<file path="src/rtl/sqp_pkg.sv">
package sqp_pkg;
  typedef enum logic {SYS_525 = 1'b0, SYS_625 = 1'b1} sys_e;

  localparam logic [7:0] CODE_HI = 8'hFF;
  localparam logic [7:0] CODE_LO = 8'h00;
  localparam logic [7:0] BLACK_C = 8'h80;
  localparam logic [7:0] BLACK_Y = 8'h10;

  // status word: fixed one, field, vblank, hcode, then four check bits
  function automatic logic [7:0] status_word(input logic f, input logic v, input logic h);
    return {1'b1, f, v, h, v ^ h, f ^ h, f ^ v, f ^ v ^ h};
  endfunction

  // keep samples out of the code-reserved values
  function automatic logic [7:0] clamp_sample(input logic [7:0] d);
    if (d == CODE_HI) return 8'hFE;
    if (d == CODE_LO) return 8'h01;
    return d;
  endfunction
endpackage

</file>
<file path="src/rtl/sqp_hcount.sv">
module sqp_hcount
  import sqp_pkg::*;
#(
  parameter int LEN_A = 1560,
  parameter int LEN_B = 1888,
  parameter int HW    = 11
) (
  input  logic          clk,
  input  logic          rst,
  input  sys_e          sys,
  output logic [HW-1:0] pos,
  output logic          line_end
);
  logic [HW-1:0] last_pos;

  always_comb begin
    last_pos = (sys == SYS_625) ? HW'(LEN_B - 1) : HW'(LEN_A - 1);
    line_end = (pos == last_pos);
  end

  always_ff @(posedge clk) begin
    if (rst)           pos <= '0;
    else if (line_end) pos <= '0;
    else               pos <= pos + 1'b1;
  end
endmodule

</file>
<file path="src/rtl/sqp_vcount.sv">
module sqp_vcount
  import sqp_pkg::*;
#(
  parameter int TOT_A = 525,
  parameter int F1_A  = 263,
  parameter int VBL_A = 20,
  parameter int TOT_B = 625,
  parameter int F1_B  = 313,
  parameter int VBL_B = 25,
  parameter int LW    = 10
) (
  input  logic clk,
  input  logic rst,
  input  logic line_end,
  input  logic sys_in,
  input  logic prog_in,
  output sys_e sys,
  output logic field,
  output logic vblank
);
  logic [LW-1:0] line;
  logic          prog;
  logic [LW-1:0] f1_start, frame_len, fline, vbl_len;
  logic          last_line;

  always_comb begin
    if (sys == SYS_625) begin
      f1_start = LW'(F1_B);
      vbl_len  = LW'(VBL_B);
      frame_len = prog ? LW'(F1_B) : LW'(TOT_B);
    end else begin
      f1_start = LW'(F1_A);
      vbl_len  = LW'(VBL_A);
      frame_len = prog ? LW'(F1_A) : LW'(TOT_A);
    end
    last_line = (line == frame_len - 1'b1);
    field     = !prog && (line >= f1_start);
    fline     = field ? (line - f1_start) : line;
    vblank    = (fline < vbl_len);
  end

  always_ff @(posedge clk) begin
    if (rst) begin
      line <= '0;
      sys  <= sys_e'(sys_in);
      prog <= prog_in;
    end else if (line_end) begin
      if (last_line) begin
        line <= '0;
        sys  <= sys_e'(sys_in);
        prog <= prog_in;
      end else begin
        line <= line + 1'b1;
      end
    end
  end
endmodule

</file>
<file path="src/rtl/sqp_byte_mux.sv">
module sqp_byte_mux
  import sqp_pkg::*;
#(
  parameter int BLANK_A = 272,
  parameter int ACT_A   = 1280,
  parameter int LEAD_A  = 236,
  parameter int BLANK_B = 344,
  parameter int ACT_B   = 1536,
  parameter int LEAD_B  = 308,
  parameter int HW      = 11
) (
  input  logic          clk,
  input  logic          rst,
  input  logic [HW-1:0] pos,
  input  sys_e          sys,
  input  logic          field,
  input  logic          vblank,
  input  logic [7:0]    pix_data,
  input  logic          pix_valid,
  output logic          pix_ready,
  output logic [7:0]    vid_byte,
  output logic          hsync,
  output logic          active
);
  localparam int SAV_A = 4 + BLANK_A;
  localparam int SAV_B = 4 + BLANK_B;
  localparam int ACP_A = SAV_A + 4;
  localparam int ACP_B = SAV_B + 4;
  localparam int HSP_A = ACP_A - LEAD_A;
  localparam int HSP_B = ACP_B - LEAD_B;

  logic [HW-1:0] sav_pos, act_pos, hs_pos;
  logic          in_act, chroma_slot;
  logic [7:0]    nxt_byte;

  always_comb begin
    if (sys == SYS_625) begin
      sav_pos = HW'(SAV_B);
      act_pos = HW'(ACP_B);
      hs_pos  = HW'(HSP_B);
    end else begin
      sav_pos = HW'(SAV_A);
      act_pos = HW'(ACP_A);
      hs_pos  = HW'(HSP_A);
    end
    in_act      = (pos >= act_pos);
    chroma_slot = (pos[0] == act_pos[0]);
    pix_ready   = in_act;

    if (pos == HW'(0))                nxt_byte = CODE_HI;
    else if (pos < HW'(3))            nxt_byte = CODE_LO;
    else if (pos == HW'(3))           nxt_byte = status_word(field, vblank, 1'b1);
    else if (pos < sav_pos)           nxt_byte = pos[0] ? BLACK_Y : BLACK_C;
    else if (pos == sav_pos)          nxt_byte = CODE_HI;
    else if (pos < sav_pos + HW'(3))  nxt_byte = CODE_LO;
    else if (pos == sav_pos + HW'(3)) nxt_byte = status_word(field, vblank, 1'b0);
    else if (pix_valid)               nxt_byte = clamp_sample(pix_data);
    else                              nxt_byte = chroma_slot ? BLACK_C : BLACK_Y;
  end

  always_ff @(posedge clk) begin
    if (rst) begin
      vid_byte <= BLACK_C;
      hsync    <= 1'b0;
      active   <= 1'b0;
    end else begin
      vid_byte <= nxt_byte;
      hsync    <= (pos == hs_pos);
      active   <= in_act;
    end
  end
endmodule

</file>
<file path="src/rtl/sqp_line_gen.sv">
module sqp_line_gen
  import sqp_pkg::*;
#(
  parameter int BLANK_A = 272,
  parameter int ACT_A   = 1280,
  parameter int LEAD_A  = 236,
  parameter int TOT_A   = 525,
  parameter int F1_A    = 263,
  parameter int VBL_A   = 20,
  parameter int BLANK_B = 344,
  parameter int ACT_B   = 1536,
  parameter int LEAD_B  = 308,
  parameter int TOT_B   = 625,
  parameter int F1_B    = 313,
  parameter int VBL_B   = 25
) (
  input  logic       clk,
  input  logic       rst,
  input  logic       sys_sel,
  input  logic       prog_en,
  input  logic [7:0] pix_data,
  input  logic       pix_valid,
  output logic       pix_ready,
  output logic [7:0] vid_byte,
  output logic       hsync,
  output logic       active
);
  localparam int LEN_A   = 8 + BLANK_A + ACT_A;
  localparam int LEN_B   = 8 + BLANK_B + ACT_B;
  localparam int LEN_MAX = (LEN_A > LEN_B) ? LEN_A : LEN_B;
  localparam int TOT_MAX = (TOT_A > TOT_B) ? TOT_A : TOT_B;
  localparam int HW      = $clog2(LEN_MAX + 1);
  localparam int LW      = $clog2(TOT_MAX + 1);

  sys_e          cur_sys;
  logic [HW-1:0] pos;
  logic          line_end, field, vblank;

  sqp_hcount #(.LEN_A(LEN_A), .LEN_B(LEN_B), .HW(HW)) u_hcount (
    .clk(clk), .rst(rst), .sys(cur_sys), .pos(pos), .line_end(line_end)
  );

  sqp_vcount #(
    .TOT_A(TOT_A), .F1_A(F1_A), .VBL_A(VBL_A),
    .TOT_B(TOT_B), .F1_B(F1_B), .VBL_B(VBL_B), .LW(LW)
  ) u_vcount (
    .clk(clk), .rst(rst), .line_end(line_end), .sys_in(sys_sel),
    .prog_in(prog_en), .sys(cur_sys), .field(field), .vblank(vblank)
  );

  sqp_byte_mux #(
    .BLANK_A(BLANK_A), .ACT_A(ACT_A), .LEAD_A(LEAD_A),
    .BLANK_B(BLANK_B), .ACT_B(ACT_B), .LEAD_B(LEAD_B), .HW(HW)
  ) u_mux (
    .clk(clk), .rst(rst), .pos(pos), .sys(cur_sys), .field(field),
    .vblank(vblank), .pix_data(pix_data), .pix_valid(pix_valid),
    .pix_ready(pix_ready), .vid_byte(vid_byte), .hsync(hsync), .active(active)
  );
endmodule

</file>
<file path="config.mk">
export PLATFORM = sky130hd
export DESIGN_NAME = sqp_line_gen
export DESIGN_NICKNAME = d
export VERILOG_FILES = /design/src/rtl/sqp_pkg.sv /design/src/rtl/sqp_hcount.sv /design/src/rtl/sqp_vcount.sv /design/src/rtl/sqp_byte_mux.sv /design/src/rtl/sqp_line_gen.sv
export SDC_FILE = /design/constraint.sdc
export NUM_CORES = 1
export LEC_CHECK = 0
export ABC_AREA = 1
export BUFFER_PORTS_ARGS = -buffer_cell sky130_fd_sc_hd__buf_2
export CORE_MARGIN = 8
export CORE_UTILIZATION = 59
export CTS_CLUSTER_SIZE = 16
export DETAILED_ROUTE_END_ITERATION = 10
export GPL_TIMING_DRIVEN = 1
export HOLD_SLACK_MARGIN = 0.15
export PLACE_DENSITY_LB_ADDON = 0.3
export SLEW_MARGIN = 0
export SYNTH_ARGS = -nofsm -noshare
export SYNTH_HDL_FRONTEND = slang
export SYNTH_SLANG_ARGS = --single-unit
</file>
<file path="constraint.sdc">
create_clock -name clk -period 3.9 [get_ports clk]
set_input_delay 0.195 -clock clk [delete_from_list [all_inputs] [get_ports clk]]
set_output_delay 0.195 -clock clk [all_outputs]
set_load 0.01 [all_outputs]
</file>
==> impl_metrics.env, run 1 <==
export IMPL_status="completed"
export IMPL_die_h_um=80.6
export IMPL_cts_made_buffers=5
export IMPL_die_area_sq_mm=0.00650
export IMPL_path_depth=20
export IMPL_clkTransAtPathRegs_ns=0.07
export IMPL_drt_vias_per_instance=5.43
export IMPL_drc=0
export IMPL_core_area_sq_mm=0.00400
export IMPL_fin_tns_setup_ns=0
export IMPL_nNetsFinal=432
export IMPL_syn_inst=374
export IMPL_yosysSeqAreaShare_pct=27.6
export IMPL_async_reset_ff_share_pct=0
export IMPL_ys_flop_type="dfxtp_1"
export IMPL_vias=2449
export IMPL_cts_repair_resized=0
export IMPL_max_vdd_ir_drop_uv=219
export IMPL_ys_warn_count=0
export IMPL_leakage_nw=1.34
export IMPL_rsz0062_at_grt="no"
export IMPL_grt_overflow_total=0
export IMPL_num_rows=23
export IMPL_slew_headroom_pct=49.5
export IMPL_synth_distinct_cells=39
export IMPL_clock_fmax_mhz=298
export IMPL_syn_avg_cell_area_sq_um=6.58
export IMPL_holdPathStages=2
export IMPL_grt_first_pass_wirelength_mm=9.99
export IMPL_setup_violations=0
export IMPL_crit_required_ns=4.13
export IMPL_grt_start_max_net_pins=17
export IMPL_fin_crit_ns=3.35
export IMPL_path_buf_inv=3
export IMPL_dpl_worst_slack_ns=0.562
export IMPL_slew_viol_final=0
export IMPL_ant_nets=0
export IMPL_initial_core_util_pct=61.6
export IMPL_synth_fp_nets=406
export IMPL_end_kind="flop"
export IMPL_root_buffer="clkbuf_8"
export IMPL_antenna_found_initial=0
export IMPL_cts_setup_buffers=0
export IMPL_final_common_cell="nand2_1"
export IMPL_crit_type="reg2reg"
export IMPL_cpPeakStageDelay_ns=0.53
export IMPL_clock_sinks=33
export IMPL_hold_path_class="in2reg"
export IMPL_drt_iter0_markers=190
export IMPL_maxCapViolCount=0
export IMPL_synth_edff_count=2
export IMPL_finalClockSkew_ns=0.00394
export IMPL_grt_usage_pct=19.2
export IMPL_min_period_over_period_pct=86.0
export IMPL_die_w_um=80.6
export IMPL_cp_start_kind="flop"
export IMPL_portBuffers=23
export IMPL_cts_tree="done"
export IMPL_drive_above_1_share_pct=12.5
export IMPL_setup_slack_ns=0.548
export IMPL_crit_arrival_ns=3.58
export IMPL_io_pins=24
export IMPL_cp_slowest_cell="edfxtp_1"
export IMPL_gp_congestion=0.970
export IMPL_grt_pass1_vias=2290
export IMPL_clk_latency_ns=0.30
export IMPL_power_density_mw_per_mm2=278
export IMPL_tightest_slew_ns=0.752
export IMPL_wl_per_cell_um=13.2
export IMPL_drt_pass1_iterations=5
export IMPL_syn_cell_area_sq_mm=0.00246
export IMPL_drt_total_wl_mm=5.94
export IMPL_layout_common_cells="nand2_1, inv_1, nor2_1"
export IMPL_path_cells="inv_1 -> ha_1 -> nand2_2 -> clkinv_2 -> nand2_1 -> nand3_1 -> nand2_2 -> nand2_4 -> o21ai_0 -> inv_1 -> ha_1 -> a21oi_1 -> nand2_1 -> nand2_1 -> nand3_1 -> nand3_2 -> nand2_1 -> nand3_1 -> nand2_1 -> a21oi_1"
export IMPL_dp_hpwl_mm=4.70
export IMPL_synth_seq_cells=33
export IMPL_htree_levels=2
export IMPL_cp_top_family="simple AND/OR/NAND/NOR gates"
export IMPL_ctsLongestPathBuffers=2
export IMPL_critPathMaxFanout=16
export IMPL_n_antenna_cell=0
export IMPL_hold_violations=0
export IMPL_syn_to_final_growth_pct=11.1
export IMPL_ff2ff_path_depth=20
export IMPL_cpMostUsedCell="nand2_1"
cell type report:
| cell class | count | area [sq um] |
|---|---|---|
| sequential | 33 | 681 |
| fill | 358 | 1260 |
| timing repair buffer | 25 | 135 |
| tap | 50 | 62.6 |
| clock inverter | 2 | 16.3 |
| clock buffer | 6 | 93.8 |
| inverter | 59 | 223 |
| multi-input combinational | 276 | 1520 |
per-layer routing:
metal | track usage [%] | routed length (um)
met1 | 23.5 | 2720
met2 | 31.6 | 2730
met3 | 4.13 | 400
met4 | 8.00 | 95
met5 | 0 | 0
worst paths after layout:
| kind | end | slack, ns | start |
|---|---|---|---|
| min reg2reg | u_hcount.pos[0] | 0.53 | u_hcount.pos[0] |
| min | u_mux.vid_byte[0] | 0.21 | rst |
| max | u_mux.vid_byte[1] | 0.55 | u_vcount.sys |
| max reg2reg | u_mux.vid_byte[1] | 0.55 | u_vcount.sys |
stage by stage:
step                      cell area, sq um  power [mW]  util [%]  std cells  hold WS [ns]
after floorplan                       2460       0.425         -        374         0.294
after global placement                2610       0.454      65.1        441         0.371
after detailed placement              2610       0.456      65.1        441         0.379
after CTS                             2740       0.764      68.4        451         0.187
after global routing                  2740       0.794      68.4        451         0.209
final                                 2740       0.760      68.4        451         0.207
kinds of logic after synthesis:
| group | Yosys count | synth area share (%) |
|---|---|---|
| AND/OR/NAND/NOR | 191 | 35.8 |
| buffers and inverters | 65 | 10.5 |
| AO/OA/AOI/OAI | 57 | 12.9 |
| flip-flops | 33 | 27.6 |
| adder cells (fa/ha/maj) | 19 | 9.96 |
| XOR/XNOR | 9 | 3.20 |
synth_stat cells, types with 3 or more instances:
library cell  count  area share (%)
a21oi_1          20             4.1
a31oi_1           3            0.76
clkbuf_1          3            0.46
dfxtp_1          31              25
ha_1             18             9.1
inv_1            56             8.5
nand2_1          83              13
nand2_2           4             1.0
nand3_1          27             5.5
nand4_1           7             1.8
nor2_1           38             5.8
nor3_1           13             2.6
nor3_2            3             1.2
nor3b_1           5             1.5
o21ai_0          20             4.1
o21ai_1           4            0.81
xor2_1            7             2.5
registers in the layout, indices dropped and copies added (netlist names):
signal	flops
u_vcount.sys	1
u_mux.vid_byte	8
u_mux.active	1
u_vcount.prog	1
u_hcount.pos	11
u_vcount.line	10
u_mux.hsync	1
power breakdown:
part	leakage [nW]	switching, mW	total [mW]	internal (mW)
Sequential	0.272	0.00702	0.360	0.353
Clock	0.0525	0.144	0.310	0.165
Combinational	1.01	0.0551	0.0900	0.0348
Total	1.34	0.206	0.760	0.553
what timing repair did:
item                       4_1_cts  5_1_grt
hold buffers                     2        0
setup endpoints to repair        0        0
hold endpoints to repair         2        0
Power figures use the tool's default switching activity.
==> run 2: changes to the inputs <==
--- a/config.mk
+++ b/config.mk
@@ -7,7 +7,8 @@
 export LEC_CHECK = 0
 export ABC_AREA = 1
 export BUFFER_PORTS_ARGS = -buffer_cell sky130_fd_sc_hd__buf_2
-export CORE_MARGIN = 8
+export CORE_ASPECT_RATIO = 0.75
+export CORE_MARGIN = 2
 export CORE_UTILIZATION = 59
 export CTS_CLUSTER_SIZE = 16
 export DETAILED_ROUTE_END_ITERATION = 10
==> run 2 against run 1 <==
Effect of this change:
- worst hold slack gained 0.0073 ns
- core utilization shrank 0.55 points
- total power is 2.9% lower
- via count rose by 1.1%
- clock skew increased by 0.0064 ns
- global-route usage up 6.7 points
- clock power fell by 7.7%
- register-to-register slack lost 0.12 ns
==> impl_metrics.env, run 2 (synthesized netlist as in run 1, its figures left out) <==
export IMPL_clkTransAtPathRegs_ns=0.07
export IMPL_utilization_pct=67.8
export IMPL_crit_arrival_ns=3.64
export IMPL_ctsLongestPathBuffers=2
export IMPL_top_register="u_hcount.pos"
export IMPL_vias=2475
export IMPL_slew_headroom_pct=42.9
export IMPL_clk_latency_ns=0.29
export IMPL_seqCellArea_sq_um=681
export IMPL_drt_total_wl_mm=5.66
export IMPL_drc=0
export IMPL_p_int_mw=0.547
export IMPL_die_area_sq_mm=0.00471
export IMPL_largest_reg_flops=11
export IMPL_layout_common_cells="nand2_1, inv_1, nor2_1"
export IMPL_num_rows=20
export IMPL_critPathMaxFanout=16
export IMPL_crit_required_ns=4.07
export IMPL_grt_start_max_net_pins=17
export IMPL_hold_violations=0
export IMPL_antenna_found_initial=0
export IMPL_power_density_mw_per_mm2=270
export IMPL_largestRegisters="u_hcount.pos x11, u_vcount.line x10, u_mux.vid_byte x8"
export IMPL_rsz0062_at_grt="no"
export IMPL_cp_slowest_cell="edfxtp_1"
export IMPL_fillerInstances=367
export IMPL_tightest_slew_ns=0.850
export IMPL_rrSetupSlack_ns=0.43
export IMPL_portBuffers=23
export IMPL_min_period_over_period_pct=89.0
export IMPL_n_antenna_cell=0
export IMPL_cts_tree="done"
export IMPL_die_h_um=59.9
export IMPL_hold_end="u_mux.vid_byte[0]"
export IMPL_p_switching_mw=0.190
export IMPL_ff2ff_path_depth=21
export IMPL_wl_per_cell_um=12.4
export IMPL_status="completed"
export IMPL_drt_iter0_markers=274
export IMPL_crit_type="reg2reg"
export IMPL_nNetsFinal=432
export IMPL_grt_usage_pct=26.0
export IMPL_max_vdd_ir_drop_uv=203
export IMPL_cpMostUsedCell="nand2_1"
export IMPL_initial_core_util_pct=61.1
export IMPL_clkPwrFrac_pct=38.8
export IMPL_htree_levels=2
export IMPL_setup_violations=0
export IMPL_path_cells="inv_1 -> ha_1 -> nand2_2 -> clkinv_2 -> nand2_1 -> nand3_1 -> nand2_2 -> nand2_4 -> o21ai_0 -> inv_1 -> ha_1 -> a21oi_1 -> nand2_1 -> nand2_1 -> nand2_2 -> nand2_2 -> nand3_2 -> nand2_1 -> nand3_1 -> nand2_1 -> a21oi_2"
export IMPL_end_kind="flop"
export IMPL_fin_tns_setup_ns=0
export IMPL_hold_path_class="in2reg"
export IMPL_core_area_sq_mm=0.00403
export IMPL_drt_pass1_iterations=6
export IMPL_drt_vias_per_instance=5.43
export IMPL_maxCapViolCount=0
export IMPL_cts_made_buffers=5
export IMPL_io_pins=24
export IMPL_fin_crit_ns=3.47
export IMPL_clock_fmax_mhz=288
export IMPL_cp_start_kind="flop"
export IMPL_grt_first_pass_wirelength_mm=9.40
export IMPL_drive_above_1_share_pct=12.5
export IMPL_die_w_um=78.6
export IMPL_grt_pass1_vias=2062
export IMPL_netSwitchingFraction_pct=25.8
export IMPL_combPwrFrac_pct=12.4
export IMPL_slew_viol_final=0
export IMPL_holdPathStages=2
export IMPL_ant_nets=0
export IMPL_r2r_end="u_mux.vid_byte[0]"
export IMPL_clock_sinks=33
export IMPL_cpPeakStageDelay_ns=0.55
export IMPL_grt_overflow_total=0
export IMPL_syn_to_final_growth_pct=11.0
export IMPL_finalClockSkew_ns=0.0103
export IMPL_leakage_nw=1.34
export IMPL_gp_congestion=1.01
export IMPL_final_common_cell="nand2_1"
export IMPL_cts_repair_resized=0
export IMPL_multi_input_area_sq_mm=0.00152
export IMPL_root_buffer="clkbuf_8"
export IMPL_hp_start="rst"
export IMPL_dp_hpwl_mm=4.41
export IMPL_r2r_start="u_vcount.sys"
export IMPL_seqPwrFrac_pct=48.8
## run 2: cell types whose count changed in the layout (fill, tap and decap cells not counted)
cell,previous run,this run
clkbuf_16,1,0
clkinv_4,1,0
clkbuf_8,5,7
clkinv_2,1,2
clkinvlp_4,1,0
## run 2: metal layers
layer  global-route usage [%]  vias up  share of wire (%)
met3                     4.98       12                7.5
met2                     38.9       87                 44
met5                        0        -                  0
met1                     37.7     1113                 47
li1                         -     1263                  -
met4                     8.27        0                1.4
## run 2: through the flow
stage	total power, mW	hold slack, ns	instances	instance area (sq um)	setup slack (ns)
2_1_floorplan	0.425	0.294	374	2460	0.845
3_3_place_gp	0.454	0.374	446	2610	0.708
3_5_place_dp	0.456	0.374	446	2610	0.540
4_1_cts	0.742	0.201	456	2730	0.483
5_1_grt	0.769	0.217	456	2730	0.0613
6_report	0.738	0.214	456	2730	0.430
## run 2: worst max path at each step
stage                 startpoint  slack, ns           endpoint  cells after the start
floorplan           u_vcount.sys       0.84  u_mux.vid_byte[0]                     22
global placement    u_vcount.sys       0.71  u_mux.vid_byte[0]                     21
detailed placement  u_vcount.sys       0.54  u_mux.vid_byte[0]                     21
CTS                 u_vcount.sys       0.48  u_mux.vid_byte[3]                     20
global route        u_vcount.sys       0.06  u_mux.vid_byte[0]                     21
finish              u_vcount.sys       0.43  u_mux.vid_byte[0]                     21
## run 2: repair_timing
action,CTS,global route
buffers inserted,0,0
hold buffers,2,0
hold endpoints to repair,2,0
## run 2: final cells by class
cell class                 count  share of cell area (%)
timing repair buffer          25                    4.95
sequential                    33                    24.9
clock buffer                   7                    3.53
clock inverter                 1                   0.183
tap                           55                    2.52
inverter                      59                    8.15
multi-input combinational    276                    55.8
## run 2: power by group through the flow
stage / Combinational (mW) / Sequential, mW / Clock (mW)
finish: 0.0915 / 0.360 / 0.286
global route: 0.103 / 0.361 / 0.305
CTS: 0.0906 / 0.360 / 0.291
detailed placement: 0.0884 / 0.368 / 0
global placement: 0.0863 / 0.367 / 0
floorplan: 0.0537 / 0.372 / 0
## run 2: worst max-delay path, delay by kind of cell (launching register included)
kind | cells | cell delay (ns)
buffers and inverters | 3 | 0.54
adder cells (fa/ha/maj) | 2 | 0.65
AND/OR/NAND/NOR | 13 | 1.20
flip-flops | 1 | 0.55
AO/OA/AOI/OAI | 3 | 0.39
==> run 3: changes to the inputs <==
--- a/config.mk
+++ b/config.mk
@@ -9,7 +9,7 @@
 export BUFFER_PORTS_ARGS = -buffer_cell sky130_fd_sc_hd__buf_2
 export CORE_ASPECT_RATIO = 0.75
 export CORE_MARGIN = 2
-export CORE_UTILIZATION = 59
+export CORE_UTILIZATION = 60
 export CTS_CLUSTER_SIZE = 16
 export DETAILED_ROUTE_END_ITERATION = 10
 export GPL_TIMING_DRIVEN = 1
==> constraint.sdc (replaced) <==
create_clock -name clk -period 4.14 [get_ports clk]
set_input_delay 0.207 -clock clk [delete_from_list [all_inputs] [get_ports clk]]
set_output_delay 0.207 -clock clk [all_outputs]
set_load 0.01 [all_outputs]
==> run 3 against run 2 <==
Effect of this change:
- sequential cell count stayed put
- die area is 1.6% lower
- clock power is 6% lower
- highest routed layer unchanged
==> impl_metrics.env, run 3 (synthesized netlist as in run 1, its figures left out) <==
export IMPL_drc=0
export IMPL_holdBufCountCts=2
export IMPL_cts_made_buffers=5
export IMPL_fillerInstances=347
export IMPL_multi_input_area_sq_mm=0.00152
export IMPL_cts_repair_resized=0
export IMPL_initial_core_util_pct=61.5
export IMPL_cp_start_kind="flop"
export IMPL_tightest_slew_ns=0.852
export IMPL_antenna_found_initial=0
export IMPL_post_place_cells=446
export IMPL_power_density_mw_per_mm2=254
export IMPL_gp_congestion=0.977
export IMPL_hold_violations=0
export IMPL_layout_common_cells="nand2_1, inv_1, nor2_1"
export IMPL_drt_iter0_markers=194
export IMPL_hold_path_class="in2reg"
export IMPL_fin_tns_setup_ns=0
export IMPL_clock_sinks=33
export IMPL_clkTransAtPathRegs_ns=0.07
export IMPL_ctsLongestPathBuffers=2
export IMPL_hold_ws_ns=0.213
export IMPL_min_period_over_period_pct=82.8
export IMPL_n_antenna_cell=0
export IMPL_htree_levels=2
export IMPL_seqCellArea_sq_um=681
export IMPL_drt_pass1_iterations=5
export IMPL_grt_start_max_net_pins=17
export IMPL_final_common_cell="nand2_1"
export IMPL_cts_setup_buffers=0
export IMPL_dp_hpwl_mm=4.51
export IMPL_vias=2551
export IMPL_drt_vias_per_instance=5.59
export IMPL_drt_total_wl_mm=5.80
export IMPL_grt_pass1_vias=2114
export IMPL_slew_viol_final=0
export IMPL_cts_tree="done"
export IMPL_grt_overflow_total=0
export IMPL_rsz0062_at_grt="no"
export IMPL_drive_above_1_share_pct=12.5
export IMPL_core_area_sq_mm=0.00400
export IMPL_grt_usage_pct=25.7
export IMPL_syn_to_final_growth_pct=11.0
export IMPL_critPathMaxFanout=16
export IMPL_maxCapViolCount=0
export IMPL_crit_type="reg2reg"
export IMPL_wl_per_cell_um=12.7
export IMPL_setup_violations=0
export IMPL_nNetsFinal=432
export IMPL_end_kind="flop"
export IMPL_root_buffer="clkbuf_8"
export IMPL_ant_nets=0
export IMPL_crit_arrival_ns=3.60
export IMPL_finalNonFillerCells=456
export IMPL_finalClockSkew_ns=0.00485
export IMPL_die_h_um=59.5
export IMPL_status="completed"
export IMPL_top_register="u_hcount.pos"
export IMPL_dpl_worst_slack_ns=0.814
export IMPL_clk_latency_ns=0.28
export IMPL_max_vdd_ir_drop_uv=221
export IMPL_grt_first_pass_wirelength_mm=9.40
export IMPL_die_w_um=78.0
export IMPL_largest_reg_flops=11
export IMPL_io_pins=24
export IMPL_utilization_pct=68.3
export IMPL_crit_required_ns=4.31
export IMPL_leakage_nw=1.34
export IMPL_num_rows=20
export IMPL_clock_fmax_mhz=292
export IMPL_setup_slack_ns=0.710
export IMPL_slew_headroom_pct=42.8
export IMPL_portBuffers=23
export IMPL_largestRegisters="u_hcount.pos x11, u_vcount.line x10, u_mux.vid_byte x8"
export IMPL_fin_crit_ns=3.43
export IMPL_die_area_sq_mm=0.00464
[run 3: layout make-up]
class	instances	share of cell area (%)
Multi-Input combinational cell	276	55.8
Sequential cell	33	24.9
Inverter	59	8.15
Timing Repair Buffer	25	4.95
Clock buffer	7	3.53
Tap cell	55	2.52
Clock inverter	1	0.183
[run 3: routing by layer]
metal	vias up	track usage (%)	routed length, um
li1	1268	-	-
met1	1161	35.3	2750
met2	111	40.4	2550
met3	11	7.16	438
met4	0	6.52	55
met5	-	0	0
[run 3: worst max-delay path, stage by stage, from the launching register on]
cell      delay (ns)
edfxtp_1        0.56
inv_1           0.29
ha_1            0.43
nand2_2         0.11
clkinv_2        0.07
nand2_1         0.11
nand3_1         0.10
nand2_2         0.12
nand2_4         0.13
o21ai_0         0.17
inv_1           0.06
ha_1            0.29
a21oi_1         0.16
nand2_1         0.07
nand2_1         0.10
nand2_2         0.10
nand2_2         0.09
nand3_2         0.07
nand2_1         0.08
nand3_1         0.07
nand2_1         0.09
a21oi_2         0.05
[run 3: where the power goes]
group	internal (mW)	switching, mW	leakage [nW]
Clock	0.150	0.118	0.0542
Combinational	0.0327	0.0535	1.01
Sequential	0.333	0.00647	0.272
[run 3: metrics by stage]
stage	total power [mW]	cell area [sq um]
after global routing	0.723	2730
after floorplan	0.401	2460
after global placement	0.427	2610
after detailed placement	0.429	2610
final	0.693	2730
after CTS	0.699	2730
[run 3: worst paths after layout]
path	start	to	slack, ns	cells past startpoint
max	u_vcount.sys	u_mux.vid_byte[0]	0.71	21
min reg2reg	u_hcount.pos[0]	u_hcount.pos[0]	0.50	1
max reg2reg	u_vcount.sys	u_mux.vid_byte[0]	0.71	21
min	rst	u_mux.vid_byte[0]	0.21	2
